--- config.mk ---
export PLATFORM = sky130hd
export DESIGN_NAME = fwd_unit
export DESIGN_NICKNAME = d
export VERILOG_FILES = /design/src/rtl/fwd_pkg.sv /design/src/rtl/fwd_match.sv /design/src/rtl/fwd_select.sv /design/src/rtl/fwd_opmux.sv /design/src/rtl/fwd_unit.sv
export SDC_FILE = /design/constraint.sdc
export NUM_CORES = 1
export LEC_CHECK = 0
export BUFFER_PORTS_ARGS = -buffer_cell sky130_fd_sc_hd__buf_2
export CORE_UTILIZATION = 25
export DETAILED_ROUTE_END_ITERATION = 6
export PLACE_DENSITY_LB_ADDON = 0.08
export SYNTH_ARGS = -nofsm -noshare
export SYNTH_HDL_FRONTEND = slang
export SYNTH_SLANG_ARGS = --single-unit
--- constraint.sdc ---
create_clock -name vclk -period 1.8
set_input_delay 0.09 -clock vclk [all_inputs]
set_output_delay 0.09 -clock vclk [all_outputs]
set_load 0.01 [all_outputs]
--- src/rtl/fwd_pkg.sv ---
package fwd_pkg;

  typedef enum logic [1:0] {
    FWD_RF  = 2'b00,
    FWD_WB  = 2'b01,
    FWD_MEM = 2'b10
  } fwd_sel_e;

  // Priority pick: the younger producer (memory stage) wins.
  function automatic logic [1:0] fwd_pick(input logic mem_hit, input logic wb_hit);
    if (mem_hit)     return FWD_MEM;
    else if (wb_hit) return FWD_WB;
    else             return FWD_RF;
  endfunction

endpackage

--- src/rtl/fwd_match.sv ---
module fwd_match #(
  parameter int REG_W = 5
) (
  input  logic             wr_en,
  input  logic [REG_W-1:0] dst,
  input  logic [REG_W-1:0] src,
  output logic             hit
);

  localparam logic [REG_W-1:0] ZERO_REG = '0;

  // A stage is a producer only if it writes a real (nonzero) register
  // and that register is the one the source asks for.
  function automatic logic producer_hit(input logic we,
                                        input logic [REG_W-1:0] d,
                                        input logic [REG_W-1:0] s);
    return we && (d != ZERO_REG) && (d == s);
  endfunction

  assign hit = producer_hit(wr_en, dst, src);

endmodule

--- src/rtl/fwd_select.sv ---
module fwd_select
  import fwd_pkg::*;
(
  input  logic       mem_hit,
  input  logic       wb_hit,
  output logic [1:0] sel
);

  assign sel = fwd_pick(mem_hit, wb_hit);

endmodule

--- src/rtl/fwd_opmux.sv ---
module fwd_opmux
  import fwd_pkg::*;
#(
  parameter int DATA_W = 32
) (
  input  logic [1:0]        sel,
  input  logic [DATA_W-1:0] rf_val,
  input  logic [DATA_W-1:0] mem_val,
  input  logic [DATA_W-1:0] wb_val,
  output logic [DATA_W-1:0] out
);

  always_comb begin
    case (sel)
      FWD_MEM: out = mem_val;
      FWD_WB:  out = wb_val;
      default: out = rf_val;
    endcase
  end

endmodule

--- src/rtl/fwd_unit.sv ---
module fwd_unit #(
  parameter int REG_W  = 5,
  parameter int DATA_W = 32
) (
  input  logic [REG_W-1:0]  ex_src_a,
  input  logic [REG_W-1:0]  ex_src_b,
  input  logic [REG_W-1:0]  mem_dst,
  input  logic              mem_wr,
  input  logic [REG_W-1:0]  wb_dst,
  input  logic              wb_wr,
  input  logic [DATA_W-1:0] rf_data_a,
  input  logic [DATA_W-1:0] rf_data_b,
  input  logic [DATA_W-1:0] mem_result,
  input  logic [DATA_W-1:0] wb_result,
  output logic [1:0]        sel_a,
  output logic [1:0]        sel_b,
  output logic [DATA_W-1:0] opnd_a,
  output logic [DATA_W-1:0] opnd_b
);

  localparam int NUM_OPS = 2;

  // Per-operand views; index 0 is operand A, index 1 is operand B.
  logic [REG_W-1:0]  src_v  [NUM_OPS];
  logic [DATA_W-1:0] rf_v   [NUM_OPS];
  logic [1:0]        sel_v  [NUM_OPS];
  logic [DATA_W-1:0] opnd_v [NUM_OPS];

  // Named internal events, observed by the bound checker.
  logic [NUM_OPS-1:0] mem_hit;
  logic [NUM_OPS-1:0] wb_hit;

  assign src_v[0] = ex_src_a;
  assign src_v[1] = ex_src_b;
  assign rf_v[0]  = rf_data_a;
  assign rf_v[1]  = rf_data_b;

  for (genvar op = 0; op < NUM_OPS; op++) begin : g_op
    fwd_match #(.REG_W(REG_W)) u_mem_match (
      .wr_en (mem_wr),
      .dst   (mem_dst),
      .src   (src_v[op]),
      .hit   (mem_hit[op])
    );

    fwd_match #(.REG_W(REG_W)) u_wb_match (
      .wr_en (wb_wr),
      .dst   (wb_dst),
      .src   (src_v[op]),
      .hit   (wb_hit[op])
    );

    fwd_select u_sel (
      .mem_hit (mem_hit[op]),
      .wb_hit  (wb_hit[op]),
      .sel     (sel_v[op])
    );

    fwd_opmux #(.DATA_W(DATA_W)) u_mux (
      .sel     (sel_v[op]),
      .rf_val  (rf_v[op]),
      .mem_val (mem_result),
      .wb_val  (wb_result),
      .out     (opnd_v[op])
    );
  end

  assign sel_a  = sel_v[0];
  assign sel_b  = sel_v[1];
  assign opnd_a = opnd_v[0];
  assign opnd_b = opnd_v[1];

endmodule

* Word level (Yosys, flattened, before mapping)
Index checks and enable logic that the tools add are counted.
** Cells by class
- Equal/unequal tests :: 8
- Mux-type cells :: 6
- Reduce and logical (&&, ||, !) cells :: 8
** Operators with widths (number)
- $pmux W32 S2 :: 2
- $eq A5 B5 Y1 :: 4
- $reduce_bool A5 Y1 :: 2
- $logic_and A1 B1 Y1 :: 6
- $eq A2 B1 Y1 const B :: 2
- $eq A2 B2 Y1 const B :: 2
- $mux W2 :: 2
- $mux W1 :: 2
** Storage, ports and cells
- Flip-flop bits (word level) :: 0
- Input port bits :: 150
- Output and inout bits :: 68
- Word-level logic and storage cells :: 22

* Longest topological paths before layout
- Depth after elaboration :: 7
- Depth in mapped cells :: 7
- Mapped depth without buffers :: 5

* Cells and area by module
From an unflattened synthesis, not the netlist that was laid out.
** Unflattened totals
- Cell total of the unflattened synthesis :: 270
- Area total of the unflattened synthesis :: 1621.6 sq um
** Modules (own cells, without submodules)
- fwd_opmux :: instances 2, cells each 113, area each 636.9 sq um, sequential area each 0.0 sq um
- fwd_match :: instances 4, cells each 10, area each 76.3 sq um, sequential area each 0.0 sq um
- fwd_select :: instances 2, cells each 2, area each 21.3 sq um, sequential area each 0.0 sq um

* Worst setup path before layout
No wires, ideal clock.
- Path type :: input to output
- Start :: input port mem_dst[4]
- End :: output port sel_a[0]
- Arrival :: 1.563 ns
- Required time :: 1.710 ns
- Setup slack :: 0.147 ns
- Stages :: 6
- Buffers on the path :: 1
- Cell sequence :: or4_4 -> o211ai_2 -> or2_1 -> buf_2 -> inv_2 -> nor4_1
** On the way
- Word-level cells in the longest chain between the ends :: 4
- Elaborated cells between the ends (all ways) :: 5
- Classes of those cells :: eq/ne: 1; mux: 1; reduce/logical: 3
** RTL lines
- from (decl) :: line fwd_unit.sv:7 : input logic [REG_W-1:0] mem_dst,
- $reduce_bool A5 Y1 :: line fwd_match.sv:17 : return we && (d != ZERO_REG) && (d == s);
- $logic_and A1 B1 Y1 :: line fwd_match.sv:17
- $logic_and A1 B1 Y1 * :: line fwd_match.sv:17
- net g_op[0].u_mem_match.hit :: line fwd_match.sv:7 : output logic hit
- $mux W2 * :: line fwd_pkg.sv:11 : if (mem_hit) return FWD_MEM;
- to (decl) :: line fwd_unit.sv:15 : output logic [1:0] sel_a,
The timed path passes the listed nets; every way through them passes the cells marked *.

* Worst setup path in the final report
- Start :: input port mem_dst[4]
- End :: output port opnd_b[24]
** On the way
- Word-level cells in the longest chain between the ends :: 6
- Elaborated cells between the ends (all ways) :: 8
- Classes of those cells :: eq/ne: 3; mux: 2; reduce/logical: 3
** RTL lines
- $reduce_bool A5 Y1 :: line fwd_match.sv:17
- $logic_and A1 B1 Y1 :: line fwd_match.sv:17
- $logic_and A1 B1 Y1 * :: line fwd_match.sv:17
- $mux W2 * :: line fwd_pkg.sv:11
- $eq A2 B1 Y1 / $eq A2 B2 Y1 (equally long branches) :: line fwd_opmux.sv:14 : case (sel)
- $pmux W32 S2 * :: line fwd_opmux.sv:14
- to (decl) :: line fwd_unit.sv:18 : output logic [DATA_W-1:0] opnd_b
Mark *: on every way between the ends. The rest lies on a longest branch, timed or not.

==> results list <==
* Cell area after synthesis: 2357 um2
- Worst path bufs/invs: 3
- Largest delay share family, worst path: simple AND/OR/NAND/NOR gates
- The worst setup path is captured at an output port.
* Clock buffer count in the final layout: 0
- In this design, the stage delay of the slowest critical-path cell is 570 ps.
- Peak supply drop: 0.0001258 V
* Critical Path Most Common Cell: buf_2
- Counting every instance in the synthesized netlist gives 393.
- Dividing the detail-routed via count by the number of cells gives 5.817.
- Worst Hold Slack: 536.0 ps
- STA puts the critical path data required time at 1710 ps.
- Number of distinct library cells after synthesis: 26
- In this run the tightest slew margin relative to its limit is 0.7400.
- In the final layout, the share of cells above drive strength 1 is 0.4805.
- For this run, design rule violations remaining after detail routing come to 0.
- Area taken by flip-flops and latches: 0 um2
* CP Launch Type: input pin
- After the last flow step, the layout net total stands at 741.
* Placed cell area: 3772 um2
- The number of antenna diodes in the final layout is 0.
* Standard cell with the maximum stage delay on the critical path: or4_4
- After detailed routing, the average wire length per cell comes to 18.21 um.
- Hold buffers post-CTS: 0
- Leakage power total: 1.660 nW
- The finished cells cover 3857 um2.
- At the pin with the least slew margin, the transition time is 390.0 ps.
- The routed design has 12750 um of wire.
- For the worst setup path, the data arrival time is 1670 ps.
- Via count: 4072
* Crit path time final: 1765 ps
- Final count of negative-setup-slack endpoints: 0
- The number of nets handed over by synthesis was 543.
- Buffers added on ports: 218
- The first global-routing pass estimated 19250 um of wire.
* Die Footprint: 9822 um2
* Setup Buffers After CTS: 0
- Including well taps, the total number of placed cells is 699.
- Total routing usage reported by global routing: 0.2391
- Setup CP Type: in2out
- Count of endpoints failing hold in the final timing report: 0
- In the layout the commonest cells are buf_2, a31oi_1, o31ai_1, nor3_1, nand4_1.
* Global route overflow: 0
- The flow ran to the end, and the final reports show no timing, DRC or antenna violations.
* Synthesis-to-finish area growth: 63.64%
* Die Y-Extent: 99.11 um
- Based on the critical path, the design can be clocked at up to 566.6 MHz.
- First-pass iteration count of the detailed router: 4
- YS warnings: 0
- Max-cap violations in this run came to 0.
- The final max-slew violation count is 0.
- After floorplanning, the core was divided into 35 placement rows.
- Number of placed I/O pins: 218
- RSZ-0062 raised after global routing: yes
- The library cell used most frequently in the layout, excluding fill and tap cells, is buf_2.
* Sequential-to-total area share from yosys stat: 0
- The final layout contains a sequential cell count of 0.
* Final worst-path cycle share: 0.9804
- Number of global-route vias before repair: 3868
* Maximum fanout count along the critical path: 23
- Excluding fillers, the count of instances in the completed layout stands at 700.
- Initial cell density of the core: 0.2563
- Avg Inst Size Synth: 5.998 um2
- The die is 99.11 um wide.
* Final estimated routing congestion in global placement: 0.8734
* Hold WC Path Type: in2out
* Cells along the critical path: buf_2 > or4_4 > o211ai_4 > buf_8 > nor3_1 > a31oi_1 > buf_2
* Floorplan core area: 9196 um2
* DR iter-0 viols: 165
- Largest net degree at the start of global routing: 56
- At the end of the flow the core is filled with cells to 0.4195.
- Dividing total power by cell area gives a power density of 280.6 nW/um2.
- Count of antenna-violating nets left after detailed routing: 0
- Summed over all nets, the half-perimeter wirelength after detailed placement is 9516 um.
- Antenna violations before repair: 0
==> cells in the mapped netlist <==
master     n  area, um2
xor2_1     5      43.79
xnor2_1   15      131.4
or2_2      1      6.260
o31ai_1   63      473.0
buf_1      4      15.01
nor4_2     1      12.51
a21boi_1   1      7.510
or2_1      2      12.51
inv_1     33      123.9
a31oi_1   63      394.1
o31a_1     2      17.52
or4_1     31      232.7
nand2_1    1      3.750
nor4_1     3      18.77
or3_1      2      12.51
or4_4      1      11.26
a21bo_2    1      10.01
nor2_1     1      3.750
nand4_1   34      212.7
clkbuf_1  39      146.4
nand3_1    1      5.000
buf_4      2      15.01
buf_2     19      95.09
o211ai_2   2      25.02
nor3_1    64      320.3
inv_2      2      7.510
==> report_power, final <==
part / switching (mW) / internal, mW / leakage, nW
logic: 0.628 / 0.454 / 1.66
clock network: 0 / 0 / 0
registers: 0 / 0 / 0
total: 0.628 / 0.454 / 1.66
==> routing by layer <==
| layer | share of wire | GRT usage | vias to the layer above | wire length, um |
|---|---|---|---|---|
| li1 | - | - | 1960 | - |
| met1 | 0.41 | 0.2922 | 1880 | 5168 |
| met2 | 0.50 | 0.4545 | 215 | 6345 |
| met3 | 0.080 | 0.02460 | 17 | 1015 |
| met4 | 0.017 | 0.04299 | 0 | 218 |
| met5 | 0 | 0 | - | 0 |
==> cells by family (layout without fill, tap and decap cells) <==
| kind of cell | count (synthesis) | in the layout | share of synthesized area |
|---|---|---|---|
| AO/OA/AOI/OAI | 132 | 132 | 0.3933 |
| AND/OR/NAND/NOR | 142 | 142 | 0.3615 |
| buffers and inverters | 99 | 295 | 0.1709 |
| XOR/XNOR | 20 | 20 | 0.07431 |
==> cell type report <==
class / instances / area, um2
fill: 1040 / 5339
multi-input combinational: 294 / 2039
inverter: 35 / 131.4
tap: 111 / 138.9
timing repair buffer: 260 / 1548
==> final timing paths <==
path,start,to,cells after the start
setup / recovery,mem_dst[4],opnd_b[24],7
hold / removal,rf_data_b[3],opnd_b[3],4
==> what timing repair did <==
action                                 in CTS  in global routing
resized for setup                           2                 11
gates cloned                                0                  1
pin swaps                                   0                  5
setup endpoints to repair                   6                 23
endpoints found under the hold margin       0                  0
==> per-stage QoR <==
stage / worst slack (ps) / setup TNS [ps] / total power [mW]
finish: 35.21 / 0 / 1.083
global route: -17.28 / -76.10 / 1.164
CTS: 2.258 / 0 / 1.049
detailed placement: -36.65 / -103.2 / 1.041
global placement: -39.14 / -62.73 / 1.040
floorplan: 147.0 / 0 / 0.4922
Power figures use the tool's default switching activity.
